**src/rtl/dp_alu.sv**
```systemverilog
module dp_alu #(
  parameter int W = 32
) (
  input  logic         clk,
  input  logic         rst_n,
  input  logic [3:0]   op,
  input  logic [W-1:0] a,
  input  logic [W-1:0] b,
  input  logic         shift_c,
  input  logic         set_flags,
  input  logic [3:0]   dest,
  output logic [W-1:0] result,
  output logic         wr_en,
  output logic         restore,
  output logic [3:0]   flags
);
  localparam int MSB = W - 1;

  logic [W-1:0] x, y, y_eff, logic_res;
  logic [W:0]   sum;
  logic         cin, is_arith, is_sub, c_new, v_new;
  logic [3:0]   flags_d;

  assign is_sub   = op inside {4'h2, 4'h3, 4'h6, 4'h7, 4'hA};
  assign is_arith = is_sub || op inside {4'h4, 4'h5, 4'hB};

  always_comb begin
    x = a;
    y = b;
    if (op == 4'h3 || op == 4'h7) begin
      x = b;
      y = a;
    end
  end

  always_comb begin
    case (op)
      4'h2, 4'h3, 4'hA: cin = 1'b1;
      4'h5, 4'h6, 4'h7: cin = flags[1];
      default:          cin = 1'b0;
    endcase
  end

  assign y_eff = is_sub ? ~y : y;
  assign sum   = {1'b0, x} + {1'b0, y_eff} + {{W{1'b0}}, cin};

  always_comb begin
    case (op)
      4'h0, 4'h8: logic_res = a & b;
      4'h1, 4'h9: logic_res = a ^ b;
      4'hC:       logic_res = a | b;
      4'hD:       logic_res = b;
      4'hE:       logic_res = a & ~b;
      default:    logic_res = ~b;
    endcase
  end

  assign result  = is_arith ? sum[W-1:0] : logic_res;
  assign wr_en   = op[3:2] != 2'b10;
  assign restore = set_flags && wr_en && dest == 4'd15;

  assign c_new = is_arith ? sum[W] : shift_c;
  assign v_new = is_arith ? (x[MSB] == y_eff[MSB]) && (sum[MSB] != x[MSB]) : flags[0];
  assign flags_d = {result[MSB], result == '0, c_new, v_new};

  always_ff @(posedge clk or negedge rst_n) begin
    if (!rst_n)                    flags <= 4'b0000;
    else if (set_flags && !restore) flags <= flags_d;
  end
endmodule


```
**config.mk**
```make
export PLATFORM = sky130hd
export DESIGN_NAME = dp_alu
export DESIGN_NICKNAME = d
export VERILOG_FILES = /design/src/rtl/dp_alu.sv
export SDC_FILE = /design/constraint.sdc
export NUM_CORES = 1
export LEC_CHECK = 0
export CAP_MARGIN = 20
export CORE_UTILIZATION = 45
export CTS_BUF_LIST = sky130_fd_sc_hd__clkbuf_16
export CTS_CLUSTER_DIAMETER = 60
export DETAILED_ROUTE_END_ITERATION = 12
export DONT_BUFFER_PORTS = 1
export PLACE_DENSITY_LB_ADDON = 0.05
export REMOVE_ABC_BUFFERS = 1
export SLEW_MARGIN = 20
export SYNTH_ARGS = -nofsm -noshare
export SYNTH_HDL_FRONTEND = slang
export SYNTH_SLANG_ARGS = --single-unit
```
**constraint.sdc**
```tcl
create_clock -name clk -period 8.7 [get_ports clk]
set_input_delay 0.435 -clock clk [delete_from_list [all_inputs] [get_ports clk]]
set_output_delay 0.435 -clock clk [all_outputs]
set_load 0.02 [all_outputs]
```
* Word level (Yosys, flattened, before mapping)
Index checks and enable logic that the tools add are counted.
** Storage, ports and cells
- Flip-flop bits (word level) :: 4
- Bits of input ports :: 76
- Output and inout port bits :: 38
- Word-level logic and storage cells :: 51
** Operators by class
- Add/sub/neg operators :: 2
- Eq/ne operators :: 18
- Muxes and demuxes :: 7
- Bitwise gates (word level) :: 6
- Reductions and logical operators :: 16
** Operators with widths (count)
- 32-bit case mux with 5 select lines :: 1
- 32-bit two-way mux :: 4
- 32-bit AND :: 2
- 32-bit NOT :: 2
- 32-bit by 32-bit adder with 33-bit output :: 1
- 33-bit by 1-bit adder with 33-bit output :: 1
- 4-bit == test, second input constant :: 8
- 32-bit zero test :: 1
- 32-bit OR :: 1
- 32-bit bitwise XOR :: 1
- 4-bit by 3-bit == test with 1-bit output, second input constant :: 4
- 4-bit by 2-bit == test with 1-bit output, second input constant :: 2
- 3-bit OR reduction :: 2
- 5-bit nonzero test :: 1
- 4-bit by 1-bit == test with 1-bit output, second input constant :: 1
- 1-bit logical AND :: 4
- 4-bit zero test :: 1
- 2-bit OR reduction :: 2
- 3-bit nonzero test :: 1
- 1-bit logical OR :: 2
- 2-bit inequality test, second input constant :: 1
- 1-bit case mux with 2 select lines :: 1
- 2-bit AND reduction :: 1
- 1-bit == test :: 1
- 3 further kinds :: 3

* Logic depth before layout (Yosys ltp)
- Depth in word-level cells :: 9
- Mapped depth :: 22
- Depth with buffers taken out :: 18

* Least setup slack after synthesis
OpenSTA, ideal clock, no wires.
- Path kind :: input-to-reg
- From :: in op[1]
- To :: reg flags[2]
- Library setup time :: 0.092 ns
- Arrival time :: 6.152 ns
- Required time :: 8.608 ns
- Slack :: 2.456 ns
- Cell stages on the path :: 22
- Buffers on the path :: 7
- Path through :: buf_2 > clkbuf_1 > buf_2 > buf_2 > buf_2 > buf_1 > o21ai_1 > clkbuf_1 > xnor2_1 > fa_1 > inv_1 > fa_1 > a21o_1 > a221oi_2 > or4_1 > and3_1 > o41ai_1 > xnor2_1 > o21ai_0 > or4_1 > or4_1 > o31ai_2
** Between the ends
- Longest elaborated chain between the ends :: 9
- Elaborated cells on any way between the ends :: 33
- Those cells by class :: add/sub (2); eq/ne (14); mux (6); bitwise (1); reduce/logical (10)
** Ends and longest elaborated chain
- start: declaration :: line 6 : input logic [3:0] op,
- 4-bit by 2-bit == test with 1-bit output / 4-bit by 3-bit == test with 1-bit output (equally long branches) :: line 24, 30, 37
- 1-bit logical OR :: line 30 : if (op == 4'h3 || op == 4'h7) begin
- 32-bit two-way mux :: line 30
- 32-bit NOT :: line 44 : assign y_eff = is_sub ? ~y : y;
- 32-bit two-way mux :: line 44
- 32-bit by 32-bit adder with 33-bit output :: line 45 : assign sum = {1'b0, x} + {1'b0, y_eff} + {{W{1'b0}}, cin};
- 33-bit by 1-bit adder with 33-bit output :: line 45
- 32-bit two-way mux (*) :: line 58 : assign result = is_arith ? sum[W-1:0] : logic_res;
- via result[20] :: line 12 : output logic [W-1:0] result,
- 32-bit zero test (*) :: line 64 : assign flags_d = {result[MSB], result == '0, c_new, v_new};
- end signal: assignment :: line 68 : else if (set_flags && !restore) flags <= flags_d;
- end: declaration :: line 15 : output logic [3:0] flags
Mark *: on every way through the listed nets, which the timed path passes. The rest lies on a longest branch.
A chain may end at the register's enable or synchronous reset.

* Final worst setup path
Ends and elaborated chain as after synthesis.

==> reports/metrics.yaml <==
setup_ws_ns: 2.74
fmax_mhz: 168
clockRootBuffer: "clkbuf_16"
vias: 6511
die_w_um: 113
slew_viol_final: 0
cts_buffer_depth: 2
grt_max_degree: 76
netlist_instances: 901
grt_overflow: 0
grt.total_usage_pct: 30.0
arrival_ns: 6.09
min_path_cells: 3
fp.dieH_um: 113
wl_met1_um: 8400
coreArea_um2: 12100
dp_slack_ns: 2.74
drc: 0
clock_latency_ns: 0.23
post_cts_buffers: 0
post_drt_wl_per_cell_um: 19.2
layout_common_cells: "103 x a21oi_1, 100 x nand2_1, 88 x o21ai_0"
io_buffers: 0
antenna_found_initial: 0
r2r_cells: 16
ys_warn_count: 0
first_pass_iters: 5
multi_input_area_um2: 4960
top_layer_used: "met4"
slew_headroom_pct: 32.0
final_layout_size_suffix_gt1_share_pct: 3.29
grt_pass1_wl_um: 31100
rsz0062_at_grt: "no"
cts_hold_buf: 1
gp_congestion: 0.969
cts_tree: "yes"
cp.required_ns: 8.83
nNetsFinal: 994
cp-end-kind: "register"
avgSynthCellArea_um2: 6.19
synth_seq_cells: 4
rows: 40
clock_skew_ns: 0.00137
synth_cell_type_count: 71
finalCritPeriodShare_pct: 68.5
syn_area_um2: 5570
hpwlAfterDp_um: 14200
setup_viol: 0
p_per_area_nw_per_um2: 117
top_regs: "flags (4)"
placedCellCount: 1015
holdWs_ns: 0.472
worstSetupPathType: "input port to register"
drv_cap: 0
ys.flop_type: "dfrtp_1"
cts_max_level: 1
via_per_inst: 6.39
largest_reg_flops: 4
startpoint_type: "input port"
synth_edf_count: 0
finalCriticalPeriod_ns: 5.96
yosysSeqAreaShare_pct: 1.80
drtIter0Drc: 518
top_register: "flags"
cts_sinks: 4
status: "completed"
hold_class: "input port to register"
diodes: 0
ir_worst_vdd_mv: 0.0447
wl_met3_um: 1710
grt_pass1_vias: 6089
p_total_w: 0.000669
ioPinCount: 114
fillers: 1279
final_cells: 1019
clk_transition_reported_paths_ns: 0.03
area_growth_pct: 2.27
initial_core_util_pct: 46.2
dr_wl_met2_um: 8850
seqCellArea_um2: 100
tightest_slew_ns: 1.02
finalHoldViolCount: 0
fin_tns_setup_ns: 0
ant_nets: 0
synthArstFlopShare_pct: 100
final_common_cell: "a21oi_1"
dieArea_um2: 12800
cp_max_fo: 75
p_leak_nw: 2.51
post_cts_resized: 0
routed_wl_um: 19500
cts_buffers: 3
==> worst paths after layout <==
| check | start | endpoint | slack (ns) |
|---|---|---|---|
| max | op[1] | flags[2] | 2.74 |
| min | shift_c | flags[1] | 0.47 |
| max reg2reg | flags[1] | flags[2] | 3.63 |
| min reg2reg | flags[2] | flags[2] | 0.64 |
| max in group asynchronous | rst_n | flags[1] | 8.05 |
| min in group asynchronous | rst_n | flags[2] | 0.48 |
==> metal layers <==
layer	track usage, %	vias up
li1	-	3175
met3	3.70	39
met4	8.86	0
met2	51.6	287
met1	39.0	3010
met5	0	-
==> synthesized netlist by cell type (5+ instances only) <==
| cell | number | share of area [%] |
|---|---|---|
| a21oi_1 | 104 | 9.3 |
| nand2_1 | 101 | 6.8 |
| o21ai_0 | 88 | 7.9 |
| nor2_1 | 76 | 5.1 |
| inv_1 | 74 | 5.0 |
| ha_1 | 63 | 14 |
| xor2_1 | 48 | 7.5 |
| clkbuf_1 | 43 | 2.9 |
| nand3_1 | 28 | 2.5 |
| a31oi_1 | 23 | 2.6 |
| xnor2_1 | 22 | 3.5 |
| nor3_1 | 16 | 1.4 |
| a21o_1 | 14 | 1.9 |
| o221ai_1 | 13 | 2.0 |
| a211oi_1 | 12 | 1.6 |
| o211ai_1 | 11 | 1.5 |
| or4_1 | 9 | 1.2 |
| and3_1 | 8 | 0.90 |
| buf_1 | 8 | 0.54 |
| o31ai_1 | 8 | 1.1 |
| nand2b_1 | 7 | 0.79 |
| nand4_1 | 7 | 0.79 |
| a32oi_1 | 6 | 0.94 |
| buf_2 | 6 | 0.54 |
| o22ai_1 | 6 | 0.67 |
| a211o_1 | 5 | 0.79 |
| a21boi_0 | 5 | 0.67 |
| mux2i_1 | 5 | 0.90 |
==> critical path: stages <==
cell and delay, ns:
and2_1 0.32, nand2_4 0.47, buf_4 0.58, a21oi_1 0.17, xor2_1 0.17, ha_1 0.45, and3_1 0.22, a221oi_2 0.10
or4_1 0.63, and3_1 0.23, o41ai_1 0.40, xnor2_1 0.18, o21ai_0 0.30, or4_1 0.57, or4_1 0.55, o31ai_2 0.19
==> power breakdown <==
part	switching [W]	total [W]	internal [W]
Combinational	0.000366	0.000566	0.000200
Clock	0.0000138	0.0000726	0.0000588
Sequential	0.00000745	0.0000298	0.0000224
==> cell type report <==
| cell class | count | share of cell area (%) |
|---|---|---|
| multi-input combinational | 759 | 87.0 |
| inverter | 76 | 5.01 |
| tap | 168 | 3.69 |
| sequential | 4 | 1.76 |
| clock buffer | 3 | 1.32 |
| timing repair buffer | 9 | 1.23 |
==> per-stage QoR <==
stage | util [%] | instance area [um2]
floorplan | - | 5310
global placement | 46.5 | 5610
detailed placement | 46.5 | 5610
CTS | 47.3 | 5700
global route | 47.3 | 5700
finish | 47.3 | 5700
==> cells by family (layout without fill, tap and decap cells) <==
logic type               count (synthesis)  count (layout)  share of synthesized area, %
buffers and inverters                  138              88                          9.90
AND/OR/NAND/NOR                        280             280                          23.2
adder cells (fa/ha/maj)                 65              65                          14.9
flip-flops                               4               4                          1.80
XOR/XNOR                                70              70                          11.0
multiplexers                             7               7                          1.30
AO/OA/AOI/OAI                          337             337                          37.9
No activity file was read; power rests on OpenSTA's default activity.
